**config.mk**
```make
export PLATFORM = sky130hd
export DESIGN_NAME = sd_cmd_engine
export DESIGN_NICKNAME = d
export VERILOG_FILES = /design/src/rtl/sd_cmd_pkg.sv /design/src/rtl/sd_cmd_dp.sv /design/src/rtl/sd_cmd_ctrl.sv /design/src/rtl/sd_cmd_engine.sv
export SDC_FILE = /design/constraint.sdc
export NUM_CORES = 1
export LEC_CHECK = 0
export ABC_AREA = 1
export BUFFER_PORTS_ARGS = -buffer_cell sky130_fd_sc_hd__clkbuf_2
export CAP_MARGIN = 10
export CELL_PAD_IN_SITES_DETAIL_PLACEMENT = 1
export CELL_PAD_IN_SITES_GLOBAL_PLACEMENT = 1
export CORE_UTILIZATION = 35
export CTS_BUF_LIST = sky130_fd_sc_hd__clkbuf_16
export CTS_CLUSTER_DIAMETER = 60
export DETAILED_ROUTE_END_ITERATION = 6
export PLACE_DENSITY = 0.7
export SYNTH_ARGS = -nofsm -noshare
export SYNTH_HDL_FRONTEND = slang
export SYNTH_SLANG_ARGS = --single-unit
```
**constraint.sdc**
```tcl
create_clock -name clk -period 2.45 [get_ports clk]
set_clock_uncertainty 0.15 [all_clocks]
set_input_delay 0 -clock clk [delete_from_list [all_inputs] [get_ports clk]]
set_output_delay 0 -clock clk [all_outputs]
set_load 0.03 [all_outputs]
```
**src/rtl/sd_cmd_pkg.sv**
```systemverilog
package sd_cmd_pkg;

  typedef enum logic [2:0] {
    S_IDLE, S_DESEL, S_RDY, S_FRAME, S_STUFF, S_RESP, S_TOUT
  } engState_t;

  // strobes from control to datapath
  typedef struct packed {
    logic load;
    logic useMain;
    logic csAssert;
    logic csRelease;
    logic cntClr;
    logic cntInc;
    logic txFrame;
    logic respCap;
    logic toutSet;
  } dpCtl_t;

  localparam logic [5:0] IDX_RESET  = 6'd0;
  localparam logic [5:0] IDX_IFCOND = 6'd8;
  localparam logic [5:0] IDX_STOP   = 6'd12;
  localparam logic [5:0] IDX_APP    = 6'd55;
  localparam logic [7:0] CRC_RESET  = 8'h95;
  localparam logic [7:0] CRC_IFCOND = 8'h87;
  localparam logic [7:0] CRC_OTHER  = 8'h01;
  localparam logic [7:0] IDLE_BYTE  = 8'hFF;
  localparam int         FRAME_LEN  = 6;

endpackage

```
**src/rtl/sd_cmd_dp.sv**
```systemverilog
module sd_cmd_dp
  import sd_cmd_pkg::*;
#(
  parameter int READY_LIMIT = 5000,
  parameter int RESP_TRIES  = 10
) (
  input  logic        clk,
  input  logic        rstN,
  input  dpCtl_t      ctl,
  input  logic [5:0]  cmdIdx,
  input  logic        appCmd,
  input  logic [31:0] cmdArg,
  input  logic [7:0]  spiRxByte,
  output logic [7:0]  txByte,
  output logic        csN,
  output logic [7:0]  respByte,
  output logic        timeout,
  output logic        frameEnd,
  output logic        pollEnd,
  output logic        readyEnd,
  output logic        isStop,
  output logic        isPrefix
);

  localparam int CNT_A   = (READY_LIMIT > RESP_TRIES) ? READY_LIMIT : RESP_TRIES;
  localparam int CNT_TOP = (CNT_A > FRAME_LEN) ? CNT_A : FRAME_LEN;
  localparam int CNT_W   = $clog2(CNT_TOP + 1);

  logic [5:0]       idxQ;
  logic [31:0]      argQ;
  logic             mainQ;
  logic [CNT_W-1:0] cntQ;
  logic [7:0]       respQ;
  logic             toutQ;
  logic             csNQ;

  logic [5:0]  curIdx;
  logic [31:0] curArg;
  logic [7:0]  crcByte;
  logic [7:0]  frameByte;

  always_ff @(posedge clk) begin
    if (!rstN) begin
      idxQ  <= '0;
      argQ  <= '0;
      mainQ <= 1'b1;
      cntQ  <= '0;
      respQ <= IDLE_BYTE;
      toutQ <= 1'b0;
      csNQ  <= 1'b1;
    end else begin
      if (ctl.load) begin
        idxQ  <= cmdIdx;
        argQ  <= cmdArg;
        mainQ <= !appCmd;
        toutQ <= 1'b0;
      end
      if (ctl.useMain) mainQ <= 1'b1;
      if (ctl.cntClr) cntQ <= '0;
      else if (ctl.cntInc) cntQ <= cntQ + 1'b1;
      if (ctl.csAssert) csNQ <= 1'b0;
      else if (ctl.csRelease) csNQ <= 1'b1;
      if (ctl.toutSet) begin
        toutQ <= 1'b1;
        respQ <= IDLE_BYTE;
      end else if (ctl.respCap) begin
        respQ <= spiRxByte;
      end
    end
  end

  assign curIdx = mainQ ? idxQ : IDX_APP;
  assign curArg = mainQ ? argQ : 32'd0;

  always_comb begin
    if (curIdx == IDX_RESET)       crcByte = CRC_RESET;
    else if (curIdx == IDX_IFCOND) crcByte = CRC_IFCOND;
    else                           crcByte = CRC_OTHER;
  end

  always_comb begin
    case (cntQ)
      CNT_W'(0): frameByte = {2'b01, curIdx};
      CNT_W'(1): frameByte = curArg[31:24];
      CNT_W'(2): frameByte = curArg[23:16];
      CNT_W'(3): frameByte = curArg[15:8];
      CNT_W'(4): frameByte = curArg[7:0];
      default:   frameByte = crcByte;
    endcase
  end

  assign txByte   = ctl.txFrame ? frameByte : IDLE_BYTE;
  assign csN      = csNQ;
  assign respByte = respQ;
  assign timeout  = toutQ;
  assign frameEnd = (cntQ == CNT_W'(FRAME_LEN - 1));
  assign pollEnd  = (cntQ == CNT_W'(RESP_TRIES - 1));
  assign readyEnd = (cntQ == CNT_W'(READY_LIMIT - 1));
  assign isStop   = (curIdx == IDX_STOP);
  assign isPrefix = !mainQ;

  // frame bytes only go out while the card is selected
  assert_frame_selected_R1: assert property (@(posedge clk) disable iff (!rstN)
    ctl.txFrame |-> !csNQ);

endmodule

```
**src/rtl/sd_cmd_ctrl.sv**
```systemverilog
module sd_cmd_ctrl
  import sd_cmd_pkg::*;
(
  input  logic       clk,
  input  logic       rstN,
  input  logic       start,
  input  logic       spiDone,
  input  logic [7:0] spiRxByte,
  input  logic       frameEnd,
  input  logic       pollEnd,
  input  logic       readyEnd,
  input  logic       isStop,
  input  logic       isPrefix,
  output dpCtl_t     ctl,
  output logic       spiStart,
  output logic       done
);

  engState_t stateQ, stateNext;
  logic      busyQ;
  logic      doneQ, doneNext;
  logic      byteDone;

  assign byteDone = busyQ && spiDone;
  assign spiStart = (stateQ != S_IDLE) && !busyQ;
  assign done     = doneQ;

  always_comb begin
    ctl       = '0;
    stateNext = stateQ;
    doneNext  = 1'b0;
    case (stateQ)
      S_IDLE: if (start) begin
        ctl.load = 1'b1; ctl.csRelease = 1'b1; ctl.cntClr = 1'b1;
        stateNext = S_DESEL;
      end
      S_DESEL: if (byteDone) begin
        ctl.csAssert = 1'b1; ctl.cntClr = 1'b1;
        stateNext = S_RDY;
      end
      S_RDY: if (byteDone) begin
        if (spiRxByte == IDLE_BYTE) begin
          ctl.cntClr = 1'b1;
          stateNext  = S_FRAME;
        end else if (readyEnd) begin
          ctl.csRelease = 1'b1;
          stateNext     = S_TOUT;
        end else begin
          ctl.cntInc = 1'b1;
        end
      end
      S_FRAME: begin
        ctl.txFrame = 1'b1;
        if (byteDone) begin
          if (frameEnd) begin
            ctl.cntClr = 1'b1;
            stateNext  = isStop ? S_STUFF : S_RESP;
          end else begin
            ctl.cntInc = 1'b1;
          end
        end
      end
      S_STUFF: if (byteDone) stateNext = S_RESP;
      S_RESP: if (byteDone) begin
        if (!spiRxByte[7] || pollEnd) begin
          ctl.respCap = 1'b1;
          if (isPrefix && spiRxByte <= 8'd1) begin
            ctl.useMain = 1'b1; ctl.csRelease = 1'b1; ctl.cntClr = 1'b1;
            stateNext = S_DESEL;
          end else begin
            doneNext  = 1'b1;
            stateNext = S_IDLE;
          end
        end else begin
          ctl.cntInc = 1'b1;
        end
      end
      S_TOUT: if (byteDone) begin
        ctl.toutSet = 1'b1;
        doneNext    = 1'b1;
        stateNext   = S_IDLE;
      end
      default: stateNext = S_IDLE;
    endcase
  end

  always_ff @(posedge clk) begin
    if (!rstN) begin
      stateQ <= S_IDLE;
      busyQ  <= 1'b0;
      doneQ  <= 1'b0;
    end else begin
      stateQ <= stateNext;
      doneQ  <= doneNext;
      if (spiStart) busyQ <= 1'b1;
      else if (spiDone) busyQ <= 1'b0;
    end
  end

  // completion is a single-cycle pulse
  assert_done_pulse_R9: assert property (@(posedge clk) disable iff (!rstN)
    done |=> !done);

  // one byte in flight at a time
  assert_single_flight_R8: assert property (@(posedge clk) disable iff (!rstN)
    spiStart |=> !spiStart);

  // a reply with bit 7 clear ends a main command at once
  assert_poll_stop_R6: assert property (@(posedge clk) disable iff (!rstN)
    (stateQ == S_RESP && byteDone && !spiRxByte[7] && !isPrefix) |=> done);

endmodule

```
**src/rtl/sd_cmd_engine.sv**
```systemverilog
module sd_cmd_engine
  import sd_cmd_pkg::*;
#(
  parameter int READY_LIMIT = 5000,
  parameter int RESP_TRIES  = 10
) (
  input  logic        clk,
  input  logic        rstN,
  input  logic        start,
  input  logic [5:0]  cmdIdx,
  input  logic        appCmd,
  input  logic [31:0] cmdArg,
  output logic        spiStart,
  output logic [7:0]  spiTxByte,
  input  logic [7:0]  spiRxByte,
  input  logic        spiDone,
  output logic        csN,
  output logic [7:0]  respByte,
  output logic        done,
  output logic        timeout
);

  dpCtl_t ctl;
  logic   frameEnd, pollEnd, readyEnd, isStop, isPrefix;

  sd_cmd_ctrl u_ctrl (
    .clk(clk), .rstN(rstN), .start(start), .spiDone(spiDone),
    .spiRxByte(spiRxByte), .frameEnd(frameEnd), .pollEnd(pollEnd),
    .readyEnd(readyEnd), .isStop(isStop), .isPrefix(isPrefix),
    .ctl(ctl), .spiStart(spiStart), .done(done)
  );

  sd_cmd_dp #(.READY_LIMIT(READY_LIMIT), .RESP_TRIES(RESP_TRIES)) u_dp (
    .clk(clk), .rstN(rstN), .ctl(ctl), .cmdIdx(cmdIdx), .appCmd(appCmd),
    .cmdArg(cmdArg), .spiRxByte(spiRxByte), .txByte(spiTxByte), .csN(csN),
    .respByte(respByte), .timeout(timeout), .frameEnd(frameEnd),
    .pollEnd(pollEnd), .readyEnd(readyEnd), .isStop(isStop), .isPrefix(isPrefix)
  );

  // a timed-out command finishes with the card released
  assert_tout_deselect_R7: assert property (@(posedge clk) disable iff (!rstN)
    (done && timeout) |-> csN);

endmodule

```
[Word level (Yosys, flattened, before mapping)]
Cells that the tools add are included.
Storage, ports and cells
  flip-flop bits (word level): 67
  input port bits: 51
  output and inout bits: 20
  logic and storage cells: 118
Operators by class
  add/sub/neg operators: 1
  magnitude comparators: 1
  equal/unequal tests: 26
  mux-type cells: 60
  bitwise logic cells: 1
  reductions and logical operators: 19
Operator list (count)
  8-bit one-hot mux with 5 select lines: 1
  3-bit 2-to-1 mux: 13
  1-bit 2-to-1 mux: 32
  32-bit 2-to-1 mux: 1
  13-bit by 2-bit equality test with 1-bit output, second input constant: 2
  13-bit by 3-bit equality test with 1-bit output, second input constant: 2
  8-bit 2-to-1 mux: 3
  3-bit one-hot mux with 7 select lines: 1
  2-bit by 1-bit inequality test with 1-bit output, second input constant: 7
  13-bit by 1-bit adder with 13-bit output, second input constant: 1
  13-bit by 1-bit equality test with 1-bit output, second input constant: 1
  13-bit equality test, second input constant: 1
  13-bit by 4-bit equality test with 1-bit output, second input constant: 1
  13-bit zero test: 1
  6-bit by 4-bit equality test with 1-bit output, second input constant: 2
  10-bit AND reduction: 1
  3-bit equality test, second input constant: 3
  8-bit equality test, second input constant: 1
  8-bit by 1-bit less-or-equal comparator with 1-bit output, second input constant: 1
  2-bit 2-to-1 mux: 4
  3-bit by 2-bit equality test with 1-bit output, second input constant: 2
  6-bit zero test: 1
  6-bit 2-to-1 mux: 1
  1-bit one-hot mux with 3 select lines: 2
  other kinds (13): 23

[Longest topological paths before layout]
  depth in word-level cells: 8
  gate-level depth with buffers: 12
  gate-level depth less buffers: 12

[Cells and area by module]
A second synthesis with hierarchy kept.
Unflattened totals
  cells, all modules: 553
  area total of the unflattened synthesis: 3603.5 µm²
By module, submodules not included
  sd_cmd_dp: instances 1, cells each 467, area an instance 3110.5 µm², sequential area each 1241.2 µm²
  sd_cmd_ctrl: instances 1, cells each 86, area an instance 493.0 µm², sequential area each 100.1 µm²

[Worst setup path after synthesis]
No wires, ideal clock.
  kind: flip-flop to flip-flop
  from: register u_dp.cntQ[0]
  to: register u_dp.cntQ[5]
  setup time: 66 ps
  arrival time: 1501 ps
  required time: 2234 ps
  slack: 733 ps
  stages on the path, launching flop included: 12
  path buffers: 2
  period minus slack after synthesis: 1717 ps
  cell sequence: dfxtp_1 -> ha_1 -> buf_2 -> nand3_1 -> nor2_1 -> nand2_1 -> nand2_2 -> nand3_4 -> nand2_4 -> buf_6 -> nand2_1 -> a21oi_2
On the way
  word-level cells in the longest chain between the ends: 6
  elaborated cells between the ends (all ways): 17
  classes of those cells: add/sub (1); eq/ne (3); mux (11); reduce/logical (2)
RTL lines
  start, declared: line sd_cmd_dp.sv:32  | logic [CNT_W-1:0] cntQ;
  start signal, assigned: line sd_cmd_dp.sv:60  | else if (ctl.cntInc) cntQ <= cntQ + 1'b1;
  13-bit by 4-bit equality test with 1-bit output: line sd_cmd_dp.sv:97  | assign pollEnd = (cntQ == CNT_W'(RESP_TRIES - 1));
  1-bit logical OR: line sd_cmd_ctrl.sv:65  | if (!spiRxByte[7] || pollEnd) begin
  2-bit 2-to-1 mux: line sd_cmd_ctrl.sv:65
  3-bit 2-to-1 mux: line sd_cmd_ctrl.sv:64  | S_RESP: if (byteDone) begin
  1-bit one-hot mux with 5 select lines: line sd_cmd_ctrl.sv:32  | case (stateQ)
  2-bit OR reduction (no line)
Parallel ways exist; a longest one is shown, timed or not.
A chain may end at the register's enable or synchronous reset.

[Worst setup path after layout]
  from: register u_dp.cntQ[1]
  to: output port spiTxByte[5]
On the way
  word-level cells in the longest chain between the ends: 3
  elaborated cells between the ends (all ways): 7
  classes of those cells: eq/ne (4); mux (2); reduce/logical (1)
RTL lines
  13-bit by 3-bit equality test with 1-bit output (tied with other cells): line sd_cmd_dp.sv:82  | case (cntQ)
  8-bit one-hot mux with 5 select lines (*): line sd_cmd_dp.sv:82
  8-bit 2-to-1 mux (*): line sd_cmd_dp.sv:92  | assign txByte = ctl.txFrame ? frameByte : IDLE_BYTE;
  end, declared: line sd_cmd_engine.sv:14  | output logic [7:0] spiTxByte,
Every way passes the cells marked *; elsewhere a longest branch is shown, timed or not.

==> impl_metrics.json <==
{
  "cp-start-kind": "flop",
  "diodes": 0,
  "grt_start_max_net_pins": 46,
  "post-dp-hpwl_mm": 8.501,
  "ys_seq_area_share_pct": 35.59,
  "seqPwrFrac_pct": 35.5,
  "crit_path_cell_trace": "inv_1 -> ha_2 -> nand3_1 -> nor2_2 -> nand2_1 -> o22ai_2 -> nor2_1 -> o211ai_1 -> clkbuf_2",
  "ys.flop_type": "dfxtp_1",
  "cts-root-buf": "clkbuf_16",
  "num_rows": 37,
  "hp-start": "start",
  "synth_area_um2": 3769,
  "layout-drive-gt1-share_pct": 20.23,
  "placed_cell_area_um2": 4177,
  "fp.dieArea_um2": 11190,
  "fmax_mhz": 422.1,
  "period_share_pct": 96.69,
  "drt-vias-per-instance": 5.194,
  "fin_ws_ns": 0.08099,
  "comb_power_share_pct": 33.4,
  "regToRegSetupSlack_ns": 0.17,
  "max-cap-violations": 0,
  "htreeDepth": 3,
  "portBuffers": 70,
  "io_pins": 71,
  "synth_edf_count": 0,
  "dpl.cell_count": 754,
  "finalSetupViolCount": 0,
  "clock_latency_ns": 0.34,
  "dp_worst_setup_slack_ns": 0.3196,
  "start_util_pct": 36.34,
  "final_cells": 828,
  "cts_made_buffers": 9,
  "intPower_mw": 2.547,
  "wl_mm": 12.95,
  "final.min_clock_period_ns": 2.369,
  "crit_buf_inv": 2,
  "switching_share_pct": 38.39,
  "hold_path.class": "in2reg",
  "worst_pin_slew_ns": 0.6872,
  "cp_slowest_cell": "dfxtp_1",
  "final_hold_viol_count": 0,
  "async_reset_ff_share_pct": 0,
  "fill_cells": 1377,
  "globalRouteOverflowTotal": 0,
  "cp.depth": 9,
  "path_max_fanout": 5,
  "slew_viol_final": 0,
  "holdWs_ns": 0.07502,
  "avgRoutedWirePerCell_um": 15.64,
  "yosys_warnings": 0,
  "p_leak_nw": 2.208,
  "cpLargestDelayFamily": "simple AND/OR/NAND/NOR gates",
  "drtIter0Drc": 159,
  "gp_congestion": 0.8458,
  "final_nets": 742,
  "power_density_nw_per_um2": 813.1,
  "cts.sinks": 67,
  "synthToLayoutAreaGrowth_pct": 34.93,
  "avgSynthCellArea_um2": 6.623,
  "required_ns": 2.30,
  "ant_nets": 0,
  "switchingPower_mw": 1.587,
  "coreArea_um2": 10370,
  "via_count": 4301,
  "synthCells": 569,
  "die_w_um": 105.8,
  "track_usage_pct": 23.62,
  "syn_nets": 624,
  "vdd_ir_drop_max_mv": 0.3692,
  "crit_type": "reg2out",
  "whs_endpoint": "u_ctrl.stateQ[1]",
  "worstSetupEndpointType": "primary output",
  "r2r_cells": 7,
  "fin_area_um2": 5085,
  "r2r-end": "u_dp.argQ[9]",
  "synth-seq-cells": 67,
  "clk_pin_slew_worst_paths_ns": 0.06,
  "startpoint": "u_dp.cntQ[1]",
  "cts.path.max_buffers": 2,
  "crit_arrival_ns": 2.22,
  "grt_pass1_vias": 4377,
  "die_y_um": 105.8,
  "cts_tree": "yes",
  "max_stage_delay_ns": 0.37,
  "hold-path-cell-count": 6,
  "netlist-cell-type-count": 32,
  "slew_headroom_pct": 54.18,
  "r2r_start": "u_ctrl.stateQ[1]",
  "antenna_found_initial": 0,
  "drc": 0,
  "final_util_pct": 49.03,
  "status": "finished clean",
  "grt_pass1_wl_mm": 20.92,
  "pwr-share-clk_pct": 31.0,
  "dr.pass1.iters": 4
}
## per-layer routing
metal	share of wire, %	vias up	track usage (%)
met3	2.3	25	3.278
met2	51	82	42.06
li1	-	2109	-
met4	2.4	0	10.32
met5	0	-	0
met1	44	2085	28.09
## worst min-delay path: stages
cell and delay (ns):
clkbuf_2 0.09, nor2_1 0.15, nor2_2 0.09, nand3_1 0.08
nand2_1 0.05, nor2_1 0.07
## what timing repair did
item | CTS | global route
hold endpoints to repair | 50 | 0
gates resized for setup | 0 | 14
setup endpoints to repair | 2 | 14
setup buffers | 0 | 3
hold buffers | 54 | 0
pin swaps | 0 | 1
gates cloned | 0 | 1
## synthesized netlist by cell type, types with 4 or more instances
| cell | number | area [µm²] |
|---|---|---|
| clkbuf_1 | 14 | 52.55 |
| ha_1 | 4 | 50.05 |
| nand4_1 | 14 | 87.58 |
| o21ai_0 | 45 | 225.2 |
| xor2_1 | 7 | 61.31 |
| nor2_4 | 5 | 56.30 |
| nand2_1 | 117 | 439.2 |
| o211ai_1 | 6 | 45.04 |
| nor2_2 | 7 | 43.79 |
| nand2_2 | 4 | 25.02 |
| dfxtp_1 | 67 | 1341 |
| o22ai_1 | 11 | 68.82 |
| nor2_1 | 114 | 427.9 |
| nand3_2 | 7 | 70.07 |
| inv_1 | 31 | 116.4 |
| nor3_1 | 12 | 60.06 |
| nand3_1 | 48 | 240.2 |
| buf_6 | 4 | 45.04 |
| a21oi_1 | 21 | 105.1 |
| inv_2 | 10 | 37.54 |
## through the flow
| stage | total power, mW | TNS [ns] |
|---|---|---|
| after floorplan | 2.376 | 0 |
| after global placement | 2.701 | 0 |
| after detailed placement | 2.734 | 0 |
| after CTS | 4.142 | -0.04806 |
| after global routing | 4.400 | -0.01774 |
| final | 4.135 | 0 |
## layout by cell type (no fill, tap or decap), types with 7 or more instances in the layout
master,Yosys,routed
a21oi_1,21,21
inv_2,10,9
nand3_1,48,48
nor2_1,114,112
nand4_1,14,14
dlygate4sd3_1,0,54
clkbuf_2,0,70
nand2_1,117,116
nor3_1,12,12
clkbuf_16,0,9
xor2_1,7,7
o21ai_0,45,45
o22ai_1,11,9
nor2_2,7,10
inv_1,31,32
dfxtp_1,67,66
## cells by family after synthesis
| family | Yosys count | share of synthesized area (%) |
|---|---|---|
| AO/OA/AOI/OAI | 89 | 12.98 |
| adder cells (fa/ha/maj) | 4 | 1.328 |
| AND/OR/NAND/NOR | 336 | 40.70 |
| flip-flops | 67 | 35.59 |
| XOR/XNOR | 7 | 1.627 |
| buffers and inverters | 66 | 7.769 |
## power by group through the flow
stage | logic [mW] | registers (mW) | clock network, mW
3_5_place_dp | 1.25 | 1.49 | 0
4_1_cts | 1.36 | 1.47 | 1.31
2_1_floorplan | 0.937 | 1.44 | 0
6_report | 1.38 | 1.47 | 1.28
3_3_place_gp | 1.22 | 1.48 | 0
5_1_grt | 1.55 | 1.50 | 1.36
## worst max-delay path by stage
stage	endpoint	slack [ns]
floorplan	spiTxByte[2]	0.73
global placement	spiTxByte[3]	0.38
detailed placement	u_dp.cntQ[5]	0.32
CTS	spiTxByte[3]	-0.03
global route	spiTxByte[2]	-0.02
finish	spiTxByte[5]	0.08
## cell type report
class | instances | area [µm²] | area share [%]
clock buffers | 9 | 225.2 | 4.429
inverters | 42 | 163.9 | 3.223
flip-flops and latches | 67 | 1343 | 26.40
clock inverters | 7 | 60.06 | 1.181
repair buffers | 130 | 939.7 | 18.48
multi-input cells | 437 | 2183 | 42.94
well taps | 136 | 170.2 | 3.346
## state kept, by name (all words and copies together) (netlist names)
signal         count
u_ctrl.busyQ       1
u_ctrl.done        1
u_ctrl.stateQ      3
u_dp.argQ         32
u_dp.cntQ         13
u_dp.csN           1
u_dp.idxQ          6
u_dp.mainQ         1
u_dp.respByte      8
u_dp.timeout       1
(Power assumes the default switching activity.)
